$ cat config.mk
export PLATFORM = sky130hd
export DESIGN_NAME = idiv_engine
export DESIGN_NICKNAME = d
export VERILOG_FILES = /design/src/rtl/idiv_pkg.sv /design/src/rtl/idiv_prep.sv /design/src/rtl/idiv_core.sv /design/src/rtl/idiv_fix.sv /design/src/rtl/idiv_engine.sv
export SDC_FILE = /design/constraint.sdc
export NUM_CORES = 1
export LEC_CHECK = 0
export BUFFER_PORTS_ARGS = -buffer_cell sky130_fd_sc_hd__buf_4
export CAP_MARGIN = 20
export CELL_PAD_IN_SITES_DETAIL_PLACEMENT = 0
export CELL_PAD_IN_SITES_GLOBAL_PLACEMENT = 1
export CORE_MARGIN = 8
export CORE_UTILIZATION = 39
export CTS_CLUSTER_DIAMETER = 50
export CTS_CLUSTER_SIZE = 14
export DETAILED_ROUTE_END_ITERATION = 10
export PLACE_DENSITY_LB_ADDON = 0.1
export SYNTH_ARGS = -nofsm -noshare
export SYNTH_HDL_FRONTEND = slang
export SYNTH_SLANG_ARGS = --single-unit
$ cat constraint.sdc
create_clock -name clk -period 3.61 [get_ports clk]
set_input_delay 0.1805 -clock clk [delete_from_list [all_inputs] [get_ports clk]]
set_output_delay 0.1805 -clock clk [all_outputs]
set_load 0.01 [all_outputs]
$ cat src/rtl/idiv_pkg.sv
// Shared types for the iterative divider.
// Assumes: consumers import the package; no parameters live here.
package idiv_pkg;

    // Control sequencer states.
    typedef enum logic [1:0] {
        ST_IDLE,
        ST_RUN,
        ST_FIN
    } idiv_state_e;

    // Per-operation facts captured when an operation is accepted.
    typedef struct packed {
        logic sgn;      // signed mode
        logic q_neg;    // quotient must be negated
        logic r_neg;    // remainder must be negated
        logic pre_ovf;  // magnitude quotient exceeds W bits
        logic zero;     // divisor was zero
    } idiv_ctl_t;

endpackage

$ cat src/rtl/idiv_prep.sv
// Operand conditioning: extends a short dividend, takes magnitudes in
// signed mode, and flags a zero divisor or a quotient too wide for W bits.
// Assumes: purely combinational; its outputs are sampled at the accepting edge.
module idiv_prep
    import idiv_pkg::*;
#(
    parameter int W = 16
) (
    input  logic         sgn_mode,
    input  logic         wide_dvd,
    input  logic [W-1:0] dvd_hi,
    input  logic [W-1:0] dvd_lo,
    input  logic [W-1:0] divisor,
    output logic [W-1:0] hi_mag,
    output logic [W-1:0] lo_mag,
    output logic [W-1:0] d_mag,
    output idiv_ctl_t    ctl
);

    localparam int DW = 2 * W;

    logic [W-1:0]  hi_ext;
    logic [DW-1:0] full;
    logic [DW-1:0] full_mag;
    logic          dvd_neg;
    logic          dsr_neg;

    // Build the 2W-bit dividend and both magnitudes.
    always_comb begin
        hi_ext   = wide_dvd ? dvd_hi : {W{sgn_mode & dvd_lo[W-1]}};
        full     = {hi_ext, dvd_lo};
        dvd_neg  = sgn_mode & hi_ext[W-1];
        dsr_neg  = sgn_mode & divisor[W-1];
        full_mag = dvd_neg ? (~full + 1'b1) : full;
        d_mag    = dsr_neg ? (~divisor + 1'b1) : divisor;
        hi_mag   = full_mag[DW-1:W];
        lo_mag   = full_mag[W-1:0];
    end

    // Capture the sign and error facts for the finishing stage.
    always_comb begin
        ctl.sgn     = sgn_mode;
        ctl.q_neg   = dvd_neg ^ dsr_neg;
        ctl.r_neg   = dvd_neg;
        ctl.zero    = (divisor == '0);
        ctl.pre_ovf = (divisor != '0) && (hi_mag >= d_mag);
    end

endmodule

$ cat src/rtl/idiv_core.sv
// Restoring shift-subtract engine on unsigned magnitudes: one quotient bit
// per step. After W steps q_mag holds the quotient and r_mag the remainder.
// Assumes: hi_in < d_in for a meaningful result (overflow is flagged elsewhere).
module idiv_core #(
    parameter int W = 16
) (
    input  logic         clk,
    input  logic         rst_n,
    input  logic         load,
    input  logic         step,
    input  logic [W-1:0] hi_in,
    input  logic [W-1:0] lo_in,
    input  logic [W-1:0] d_in,
    output logic [W-1:0] q_mag,
    output logic [W-1:0] r_mag
);

    logic [W-1:0] d_q;
    logic [W:0]   shifted;
    logic [W:0]   diff;
    logic         ge;

    // One trial subtraction of the divisor from the shifted partial remainder.
    always_comb begin
        shifted = {r_mag, q_mag[W-1]};
        diff    = shifted - {1'b0, d_q};
        ge      = (shifted >= {1'b0, d_q});
    end

    // Load operands or advance one quotient bit.
    always_ff @(posedge clk) begin
        if (!rst_n) begin
            r_mag <= '0;
            q_mag <= '0;
            d_q   <= '0;
        end else if (load) begin
            r_mag <= hi_in;
            q_mag <= lo_in;
            d_q   <= d_in;
        end else if (step) begin
            r_mag <= ge ? diff[W-1:0] : shifted[W-1:0];
            q_mag <= {q_mag[W-2:0], ge};
        end
    end

endmodule

$ cat src/rtl/idiv_fix.sv
// Finishing stage: restores signs, applies the signed range limit and
// zeroes the results when an error is flagged.
// Assumes: combinational; q_mag and r_mag are final engine values.
module idiv_fix
    import idiv_pkg::*;
#(
    parameter int W = 16
) (
    input  logic [W-1:0] q_mag,
    input  logic [W-1:0] r_mag,
    input  idiv_ctl_t    ctl,
    output logic [W-1:0] quot,
    output logic [W-1:0] rem,
    output logic         div_zero,
    output logic         q_ovf
);

    localparam logic [W-1:0] NEG_LIMIT = {1'b1, {(W-1){1'b0}}};

    logic sgn_ovf;
    logic bad;

    // Range check and sign restoration.
    always_comb begin
        sgn_ovf  = ctl.sgn && (ctl.q_neg ? (q_mag > NEG_LIMIT) : q_mag[W-1]);
        div_zero = ctl.zero;
        q_ovf    = !ctl.zero && (ctl.pre_ovf || sgn_ovf);
        bad      = div_zero || q_ovf;
        quot     = bad ? '0 : (ctl.q_neg ? (~q_mag + 1'b1) : q_mag);
        rem      = bad ? '0 : (ctl.r_neg ? (~r_mag + 1'b1) : r_mag);
    end

endmodule

$ cat src/rtl/idiv_engine.sv
// Iterative divider top: sequences accept, W engine steps and a finishing
// cycle that registers the results and pulses done.
// Assumes: operands and modes are valid in the cycle start is high.
module idiv_engine
    import idiv_pkg::*;
#(
    parameter int W = 16
) (
    input  logic         clk,
    input  logic         rst_n,
    input  logic         start,
    input  logic         sgn_mode,
    input  logic         wide_dvd,
    input  logic [W-1:0] dvd_hi,
    input  logic [W-1:0] dvd_lo,
    input  logic [W-1:0] divisor,
    output logic         busy,
    output logic         done,
    output logic [W-1:0] quot,
    output logic [W-1:0] rem,
    output logic         div_zero,
    output logic         q_ovf
);

    localparam int           CW   = $clog2(W);
    localparam logic [CW-1:0] LAST = CW'(W - 1);

    idiv_state_e  state;
    logic [CW-1:0] cnt;
    idiv_ctl_t    ctl_in, ctl_q;
    logic [W-1:0] hi_mag, lo_mag, d_mag;
    logic [W-1:0] q_mag, r_mag;
    logic [W-1:0] quot_n, rem_n;
    logic         zero_n, ovf_n;
    logic         load, step;

    assign load = (state == ST_IDLE) && start;
    assign step = (state == ST_RUN);

    idiv_prep #(.W(W)) u_prep (
        .sgn_mode (sgn_mode),
        .wide_dvd (wide_dvd),
        .dvd_hi   (dvd_hi),
        .dvd_lo   (dvd_lo),
        .divisor  (divisor),
        .hi_mag   (hi_mag),
        .lo_mag   (lo_mag),
        .d_mag    (d_mag),
        .ctl      (ctl_in)
    );

    idiv_core #(.W(W)) u_core (
        .clk   (clk),
        .rst_n (rst_n),
        .load  (load),
        .step  (step),
        .hi_in (hi_mag),
        .lo_in (lo_mag),
        .d_in  (d_mag),
        .q_mag (q_mag),
        .r_mag (r_mag)
    );

    idiv_fix #(.W(W)) u_fix (
        .q_mag    (q_mag),
        .r_mag    (r_mag),
        .ctl      (ctl_q),
        .quot     (quot_n),
        .rem      (rem_n),
        .div_zero (zero_n),
        .q_ovf    (ovf_n)
    );

    // Sequencer: idle -> W steps -> finish, with the busy/done handshake.
    always_ff @(posedge clk) begin
        if (!rst_n) begin
            state <= ST_IDLE;
            cnt   <= '0;
            ctl_q <= '0;
            busy  <= 1'b0;
            done  <= 1'b0;
        end else begin
            done <= 1'b0;
            unique case (state)
                ST_IDLE: if (start) begin
                    state <= ST_RUN;
                    cnt   <= '0;
                    ctl_q <= ctl_in;
                    busy  <= 1'b1;
                end
                ST_RUN: begin
                    cnt <= cnt + 1'b1;
                    if (cnt == LAST) state <= ST_FIN;
                end
                ST_FIN: begin
                    state <= ST_IDLE;
                    busy  <= 1'b0;
                    done  <= 1'b1;
                end
                default: state <= ST_IDLE;
            endcase
        end
    end

    // Result registers: loaded only in the finishing cycle.
    always_ff @(posedge clk) begin
        if (!rst_n) begin
            quot     <= '0;
            rem      <= '0;
            div_zero <= 1'b0;
            q_ovf    <= 1'b0;
        end else if (state == ST_FIN) begin
            quot     <= quot_n;
            rem      <= rem_n;
            div_zero <= zero_n;
            q_ovf    <= ovf_n;
        end
    end

endmodule

==> summary.md, run 1 <==
| Metric | Value |
|---|---|
| Post-synth top area cell | dfxtp_1 |
| Drt first-iter violations | 423 |
| Most common cell in the netlist | nor2_1 |
| Final setup fails | 0 |
| Clock slew seen by the registers of the worst setup and hold paths | 0.07 ns |
| DR DRC count | 0 |
| Die area | 21000 um2 |
| Max-cap violations | 0 |
| Initial antenna violation count | 0 |
| GRT Util Overall | 20.6% |
| Total wire length | 21100 um |
| Hold path start | divisor[0] |
| Worst Hold Endpoint | u_core.d_q[0] |
| CP Data Arrival Time | 3.43 ns |
| Final setup TNS | 0 ns |
| Max Fclk | 0.310 GHz |
| Clock Skews | 0.00897 ns |
| Synth top cells by count | nor2_1 (105), dfxtp_1 (95), nand2_1 (70), a21oi_1 (55), clkbuf_1 (47) |
| Peak VDD IR | 250 uV |
| Worst r2r src | u_core.r_mag[1] |
| Clk Latency, worst-skew pair | between 0.3 and 0.4 ns |
| Die Ht | around 140 um |
| Clock Tree Buf Depth | 2 |
| Multi-input logic area | 4240 um2 |
| R2R cell count | 10 |
| Hpwl dp | 16500 um |
| Post-synth net total | 921 |
| Cts repair resizes | 0 |
| Status | complete, no violations |
| Async SR Flop Fraction | 0% |
| Max Slew Vio Count | 0 |
| Post-synth EDFFs | 0 |
| IO Port Bufs | between 80 and 90 |
| Post-Layout Cell Count | 1141 |
| CTS root buf | clkbuf_16 |
| Netlist cell types | 64 |
| Vias | approximately 6300 |
| Yosys reg bits | 95 |
| TritonCTS buffer count | 9 |
| Hold buffer count at cts | 0 |
| Worst Tran Pin Value | about 0.9 ns |
| CTS tree | yes |
| Type of origin of the critical path | primary input |
| Period utilization | 89.5% |
| Max-slew headroom | 39.7% |
| Fraction of final layout cells sized beyond drive strength 1 | roughly 17% |
| Post-layout util | around 48% |
| Number of global-route vias before repair | 6231 |
| Grt ovf | 0 |
| Kind of critical path | primary input to register |
| Power density over the cells | between 400 and 500 nW/um2 |
| Final hold viol count | 0 |
| Worst reg2reg endpoint | u_core.r_mag[8] |
| Clk sinks | 95 |
| CP Max Fanout | 7 |
| Post-CTS Setup Bufs | 0 |
| Drt pass-1 iters | 5 |
| Die width | around 140 um |
| IO Pins | 89 |
| Post-synth top area share | between 20 and 30% |
| Top_reg_cell synth | dfxtp_1 |
| Initial Util | roughly two fifths |
| Avg Vias per Cell | 5.55 |
| Layout overhead on the synthesized area | 21.4% |
| H-tree Lvls | 3 |
| Nets | 1007 |
| Synth top area cells | dfxtp_1 (29%), ha_1 (7.2%), nor2_1 (6.1%), xnor2_1 (5.7%), xor2_1 (5.0%) |
| Post-Syn Area | 6470 um2 |
| Placed insts | about 1100 |
| Largest net degree at the start of global routing | 64 |
| Worst hold path depth | 3 |
| Flop-to-flop setup slack | between 0.4 and 0.5 ns |
| ANT cells | 0 |
| Row cnt | 47 |
| Sequential-to-total area share from yosys stat | 29.4% |
| Syn_area_per_cell | 7.79 um2 |
| Global-route wire length before repair | between 30000 and 40000 um |
| Seq. cell area | 1900 um2 |
| Syn Inst Count | 830 |
| Final min period | about 3.2 ns |
| RSZ-0062 raised after global routing | false |
| Crit end category | register |
| YS warnings | 0 |
| Antenna Nets Post-Route | 0 |
| Min-delay worst type | primary input to register |
| Placer Congestion | slightly below 0.9 |
| Core area | roughly 16000 um2 |
| Fillers | 1685 |
| DR WL/cell | about 18 um |
| LEAKAGE | 3.24 nW |
| Critical path required time | 3.81 ns |
[critical path: stages]
cell	delay, ns
buf_4	0.13
inv_1	0.06
ha_1	0.18
or4b_1	0.48
nor4_2	0.21
buf_4	0.21
a21oi_1	0.10
a21oi_1	0.16
buf_4	0.15
xor2_1	0.19
inv_1	0.07
ha_1	0.29
a21o_1	0.16
a21oi_1	0.16
nor2_1	0.06
a2111oi_0	0.42
o21a_1	0.19
nor3_1	0.04
[stage by stage]
stage	hold WS, ns	worst slack [ns]	total power, W	area (um2)
detailed placement	0.447	0.0150	0.00272	7470
finish	0.124	0.381	0.00371	7850
global placement	0.437	0.0771	0.00270	7470
CTS	0.108	0.376	0.00373	7780
floorplan	0.316	0.219	0.00224	6470
global route	0.134	0.0537	0.00395	7850
[power breakdown]
group	switching (W)	leakage [nW]	total (W)	internal, W
logic	0.000836	2.31	0.00149	0.000652
clock network	0.000433	0.148	0.000999	0.000566
registers	0.000105	0.776	0.00123	0.00112
total	0.00137	3.24	0.00371	0.00234
[placed cells by master, fill, tap and decap left out, drive strengths merged, types with 4 or more instances in the layout]
master,n
clkbuf,10
o211ai,4
a31oi,7
nand2b,6
nor3,17
and2,6
nand4,9
mux2i,6
o31ai,17
dfxtp,95
a211oi,18
and3,6
a222oi,17
nand2,70
a21oi,55
a22oi,16
inv,39
nand3,20
a221oi,4
or3,6
nor4,8
xnor2,42
a21o,13
xor2,37
mux2,9
o21ai,57
or4,10
ha,37
buf,125
o21a,4
nor2b,8
nor2,105
[sequential cells by signal, indices dropped and copies added, names as in the netlist]
register and cells:
busy 1, ctl_q 5, q_ovf 1, u_core.d_q 16
div_zero 1, u_core.r_mag 16, done 1, u_core.q_mag 16
cnt 4, state 2, rem 16, quot 16
[cells by family after synthesis]
family,count (synthesis),share of synthesized area [%]
buffers and inverters,86,5.01
muxes,15,2.50
adders and majority gates,38,7.47
xor gates and xnor gates,79,10.7
DFF,95,29.4
AOI/OAI and AO/OA,236,24.5
and+or+nand+nor,281,20.5
[per-layer routing]
metal	wire length, um	track usage, %
met1	10200	28.5
met2	9500	32.4
met3	1020	2.69
met4	318	6.63
met5	0	0
[worst max-delay path by stage]
stage / start / end / slack, ns / depth (start not counted)
2_1_floorplan: dvd_lo[0] / ctl_q[1] / 0.22 / 16
3_3_place_gp: dvd_lo[0] / ctl_q[1] / 0.08 / 17
3_5_place_dp: dvd_lo[1] / ctl_q[1] / 0.02 / 17
4_1_cts: dvd_lo[1] / ctl_q[1] / 0.38 / 18
5_1_grt: dvd_lo[1] / ctl_q[1] / 0.05 / 18
6_report: dvd_lo[0] / ctl_q[1] / 0.38 / 18
[area by class of cell]
class | count | share of cell area, %
Multi-Input combinational cell | 649 | 54.0
Tap cell | 220 | 3.51
Sequential cell | 95 | 24.2
Timing Repair Buffer | 125 | 12.5
Inverter | 36 | 1.72
Clock inverter | 6 | 0.940
Clock buffer | 10 | 3.04
Note: power is estimated with default switching activity, not from simulation.
==> run 2: changes to the inputs <==
Settings changed: BUFFER_PORTS_ARGS -buffer_cell sky130_fd_sc_hd__buf_4 to unset, CORE_UTILIZATION 39 to 43, DONT_BUFFER_PORTS set to 1.
==> run 2 against run 1 <==
Compared with the run above:
- count of clock-buffer cells in the layout is 1 higher
- flip-flop and latch count stayed put
- worst setup slack better by 0.062 ns
- sequential power hardly changed
- combinational power is 6% lower
- critical path type unchanged
- largest power group unchanged
- worst hold slack worse by 0.089 ns
- routed wire length is 2.4% lower
- die area is 8.3% lower
- sequential share of layout area is 2.7 points higher
- via count is 4.9% lower
- critical path depth is 3 lower
- first-iteration DRC count is 8.0% higher
==> summary.md, run 2 (synthesis gave the netlist of run 1 again) <==
| Metric | Value |
|---|---|
| Layout overhead on the synthesized area | 9.19% |
| CP Max Fanout | 5 |
| Cts repair resizes | 0 |
| Die width | 139 um |
| Max Slew Vio Count | 0 |
| Placer Congestion | roughly 0.94 |
| Clock Skews | 0.00804 ns |
| Core area | between 10000 and 15000 um2 |
| Flop-to-flop setup slack | 0.65 ns |
| DR WL/cell | 20.2 um |
| Post-CTS Setup Bufs | 0 |
| Clk sinks | 95 |
| Worst r2r src | u_core.r_mag[0] |
| Clk Latency, worst-skew pair | 0.35 ns |
| Vias | 6024 |
| RSZ-0062 raised after global routing | false |
| Fraction of final layout cells sized beyond drive strength 1 | 6.52% |
| CP Data Arrival Time | between 3 and 4 ns |
| Clock Tree Buf Depth | 2 |
| Final setup fails | 0 |
| Post-route setup slack | roughly 0.44 ns |
| IO Pins | between 80 and 90 |
| R2R cell count | 10 |
| Initial antenna violation count | 0 |
| Critical path required time | 3.80 ns |
| Grt ovf | 0 |
| ANT cells | 0 |
| Post-place setup slack | about 0.089 ns |
| Kind of critical path | primary input to register |
| Final setup TNS | 0 ns |
| Initial Util | 43.2% |
| DR DRC count | 0 |
| Status | complete, no violations |
| LEAKAGE | 2.73 nW |
| Drt first-iter violations | 457 |
| Max-slew headroom | 32.4% |
| Min-delay worst type | primary input to register |
| Die area | 19200 um2 |
| Hpwl dp | 16000 um |
| Nets | slightly above 900 |
| Largest net degree at the start of global routing | 45 |
| Die Ht | 139 um |
| CP endpoint | ctl_q[1] |
| Peak VDD IR | 336 uV |
| Worst Tran Pin Value | roughly 1.0 ns |
| Hold buffer count at cts | 4 |
| Power density over the cells | 500 nW/um2 |
| Number of global-route vias before repair | 5740 |
| CTS root buf | clkbuf_16 |
| CTS tree | yes |
| IO Port Bufs | 0 |
| Max Fclk | 0.316 GHz |
| Type of origin of the critical path | primary input |
| Fillers | ~1500 |
| Critical path origin | dvd_lo[1] |
| GRT Util Overall | 20.8% |
| Worst reg2reg endpoint | u_core.r_mag[8] |
| Max-cap violations | 0 |
| Antenna Nets Post-Route | 0 |
| Crit end category | register |
| Avg Vias per Cell | 5.93 |
| Commonest non-fill, non-tap cell in the layout | nor2_1 |
| H-tree Lvls | 3 |
| TritonCTS buffer count | 9 |
| Final hold viol count | 0 |
| Final min period | roughly 3.2 ns |
| Drt pass-1 iters | 5 |
| Total wire length | about 21000 um |
| Global-route wire length before repair | 32100 um |
| Period utilization | roughly 90% |
| Post-layout util | approximately 47% |
| Clock slew seen by the registers of the worst setup and hold paths | 0.07 ns |
| Commonest non-fill, non-tap cells in the layout | nor2_1 (105), dfxtp_1 (95), nand2_1 (70) |
| Row cnt | 45 |
## run 2: cell count changes in the layout (fill, tap and decap cells not counted), sizes merged
cell / change
inv: -2
clkbuf: +1
clkinv: +2
buf: -97
dlygate4sd3: +4
bufinv: -1
## run 2: worst min path at each step
stage | from | to | slack, ns | cells after the start
5_1_grt | dvd_lo[1] | u_core.q_mag[1] | 0.05 | 2
4_1_cts | dvd_lo[1] | u_core.q_mag[1] | 0.03 | 2
6_report | dvd_lo[1] | u_core.q_mag[1] | 0.04 | 2
3_5_place_dp | rst_n | cnt[3] | 0.31 | 1
2_1_floorplan | divisor[0] | u_core.d_q[0] | 0.32 | 2
3_3_place_gp | rst_n | cnt[3] | 0.31 | 1
## run 2: stage by stage
| step | cell area, um2 | hold slack [ns] | std cells | power [W] |
|---|---|---|---|---|
| floorplan | 6470 | 0.316 | 830 | 0.00224 |
| global placement | 6720 | 0.305 | 995 | 0.00260 |
| detailed placement | 6720 | 0.308 | 995 | 0.00262 |
| CTS | 7040 | 0.0331 | 1015 | 0.00354 |
| global route | 7060 | 0.0550 | 1016 | 0.00374 |
| finish | 7060 | 0.0355 | 1016 | 0.00353 |
## run 2: final cells by class
cell class	count	area [um2]	share of cell area [%]
multi-input combinational	649	4240	60.1
sequential	95	1900	26.9
timing repair buffer	32	270	3.83
tap	188	235	3.33
clock buffer	11	233	3.29
inverter	36	135	1.91
clock inverter	5	43.8	0.620
## run 2: per-layer routing
metal / wire length [um] / vias to the layer above / GRT usage [%]
li1: - / 2988 / -
met1: 9680 / 2811 / 28.2
met2: 8900 / 206 / 31.8
met3: 1600 / 19 / 4.99
met4: 375 / 0 / 7.05
met5: 0 / - / 0
## run 2: power breakdown
part / switching, W / total [W] / leakage, nW / internal [W]
Sequential: 0.000110 / 0.00123 / 0.776 / 0.00112
Clock: 0.000427 / 0.000902 / 0.128 / 0.000475
Combinational: 0.000792 / 0.00140 / 1.83 / 0.000607
## run 2: worst max-delay path: stages
cell and delay, ns:
or4_1 0.57, nor3b_1 0.31, and4b_1 0.35, and2_1 0.20, o21ai_1 0.08, o31ai_1 0.09
and2_1 0.18, ha_1 0.23, a21o_1 0.18, a21o_1 0.18, a21oi_1 0.16, nor2_1 0.05
a2111oi_0 0.40, o21a_1 0.18, nor3_1 0.04
==> run 3: changes to the inputs <==
Settings changed: PLACE_DENSITY set to 0.87, PLACE_DENSITY_LB_ADDON 0.1 to unset.
==> run 3 against run 2 <==
Compared with the run above:
- sequential power hardly changed
- combinational power hardly changed
- highest routed layer unchanged
- first-iteration DRC count is 26% higher
- maximum frequency is 0.78% lower
- worst setup slack worse by 0.025 ns
- total power is 2.1% higher
- critical endpoint unchanged
- global-route usage is 0.96 points lower
- cell count is 0.30% higher
- flip-flop and latch count stayed put
- worst hold slack worse by 0.023 ns
- die area stayed put
- critical path depth stayed put
==> summary.md, run 3 (synthesis gave the netlist of run 1 again) <==
| Metric | Value |
|---|---|
| Placer Congestion | 0.956 |
| Row cnt | 45 |
| Final setup TNS | 0 ns |
| CP Max Fanout | 5 |
| Die Ht | 139 um |
| CP peak stage delay | about 0.54 ns |
| Slowest CP cell | or4_1 |
| Fraction of final layout cells sized beyond drive strength 1 | around 7% |
| Layout overhead on the synthesized area | 10.2% |
| Commonest non-fill, non-tap cells in the layout | nor2_1 (105), dfxtp_1 (95), nand2_1 (70) |
| Status | complete, no violations |
| LEAKAGE | ~2.8 nW |
| Clk sinks | 95 |
| Worst-path cell chain | or4_1 > nor3b_1 > and4b_1 > and2_1 > o21ai_1 > o31ai_1 > and2_1 > ha_1 > a21o_1 > a21o_1 > a21oi_1 > nor2_1 > a2111oi_0 > o21a_1 > nor3_1 |
| Post-CTS Setup Bufs | 0 |
| Final min period | 3.19 ns |
| Clk Latency, worst-skew pair | between 0.3 and 0.4 ns |
| Hpwl dp | 14700 um |
| CTS root buf | clkbuf_16 |
| Commonest non-fill, non-tap cell in the layout | nor2_1 |
| Peak VDD IR | approximately 280 uV |
| CP Data Arrival Time | 3.38 ns |
| Grt ovf | 0 |
| Grt met2 use | 30.2% |
| Die area | 19200 um2 |
| Sw Ratio | 36.0% |
| Fin area | roughly 7100 um2 |
| Final hold viol count | 0 |
| Seq. cell area | around 1900 um2 |
| Drt pass-1 iters | 5 |
| Worst Tran Pin Value | about 1.1 ns |
| Antenna Nets Post-Route | 0 |
| CTS tree | yes |
| Nets | 917 |
| Period utilization | about 90% |
| Global-route wire length before repair | 31200 um |
| Core area | 15000 um2 |
| Clock slew seen by the registers of the worst setup and hold paths | ~0.06 ns |
| Int Power | around 0.0023 W |
| Die width | around 140 um |
| IO Port Bufs | 0 |
| Largest net degree at the start of global routing | 64 |
| RSZ-0062 raised after global routing | false |
| Sw Pwr | 0.00130 W |
| Power density over the cells | around 500 nW/um2 |
| Kind of critical path | primary input to register |
| Number of global-route vias before repair | 5684 |
| Final setup fails | 0 |
| Reg power frac | 33.8% |
| DR WL/cell | 19.0 um |
| Global routing met1 resource utilization | 26.5% |
| Max Fclk | roughly 0.31 GHz |
| DR DRC count | 0 |
| Initial Util | 43.2% |
| Total wire length | 19300 um |
| TritonCTS buffer count | 9 |
| Multi-input logic area | 4240 um2 |
| Clock Skews | between 0.009 and 0.01 ns |
| Type of origin of the critical path | primary input |
| Max Slew Vio Count | 0 |
| H-tree Lvls | 3 |
| Max-slew headroom | 22.8% |
| Critical path required time | 3.80 ns |
| Met3 Track Usage GR | around 6.3% |
| Most crowded layer after global routing | met2 |
| Min-delay worst type | primary input to register |
| ANT cells | 0 |
| Cts repair resizes | 0 |
| Max-cap violations | 0 |
| Initial antenna violation count | 0 |
| DP Area | 6730 um2 |
| Clock Tree Buf Depth | 2 |
| Vias | roughly 6000 |
| GRT Util Overall | 19.9% |
| Combinational cell fraction of total power | 39.0% |
| Flop-to-flop setup slack | 0.59 ns |
| IO Pins | 89 |
| Clk pwr share | 27.1% |
| Crit end category | register |
| Drt first-iter violations | approximately 570 |
| Fillers | 1520 |
| Avg Vias per Cell | between 6 and 7 |
## run 3: layout make-up
class                           count  share of cell area (%)
Inverter                           36                    1.90
Timing Repair Buffer               35                    4.28
Clock buffer                       11                    3.41
Sequential cell                    95                    26.7
Multi-Input combinational cell    649                    59.6
Tap cell                          188                    3.30
Clock inverter                      5                   0.860
## run 3: worst max-delay path, delay by kind of cell
family	cells	cell delay [ns]
and+or+nand+nor	7	1.71
AOI/OAI and AO/OA	7	1.26
adders and majority gates	1	0.24
## run 3: per-layer routing
metal  vias up  part of all wire (%)
met1      2871                    44
met4         0                   1.4
met5         -                     0
met2       234                    43
li1       2995                     -
met3        24                    11
## run 3: final timing paths
kind / startpoint / end / cells past startpoint
min: dvd_lo[1] / u_core.q_mag[1] / 2
max: dvd_lo[1] / ctl_q[1] / 15
min reg2reg: u_core.d_q[15] / u_core.d_q[15] / 2
max reg2reg: u_core.d_q[5] / u_core.r_mag[2] / 10
## run 3: through the flow
stage | setup WS, ns | cells | hold slack (ns) | util (%) | total power [W]
2_1_floorplan | 0.219 | 830 | 0.316 | - | 0.00224
3_3_place_gp | 0.126 | 997 | 0.302 | 45.0 | 0.00261
3_5_place_dp | 0.0968 | 997 | 0.311 | 45.0 | 0.00261
4_1_cts | 0.455 | 1017 | 0.00248 | 47.3 | 0.00360
5_1_grt | 0.211 | 1019 | 0.0189 | 47.6 | 0.00382
6_report | 0.418 | 1019 | 0.0121 | 47.6 | 0.00361
## run 3: power by group through the flow
stage               Clock [W]  Combinational (W)  Sequential (W)
finish               0.000979            0.00141         0.00122
global placement            0            0.00138         0.00124
detailed placement          0            0.00137         0.00124
global route          0.00104            0.00155         0.00123
floorplan                   0            0.00103         0.00122
CTS                  0.000997            0.00139         0.00122
## run 3: timing repair
item | in CTS | in global routing
hold buffers | 4 | 0
endpoints found under the hold margin | 16 | 0
setup endpoints to repair | 0 | 0
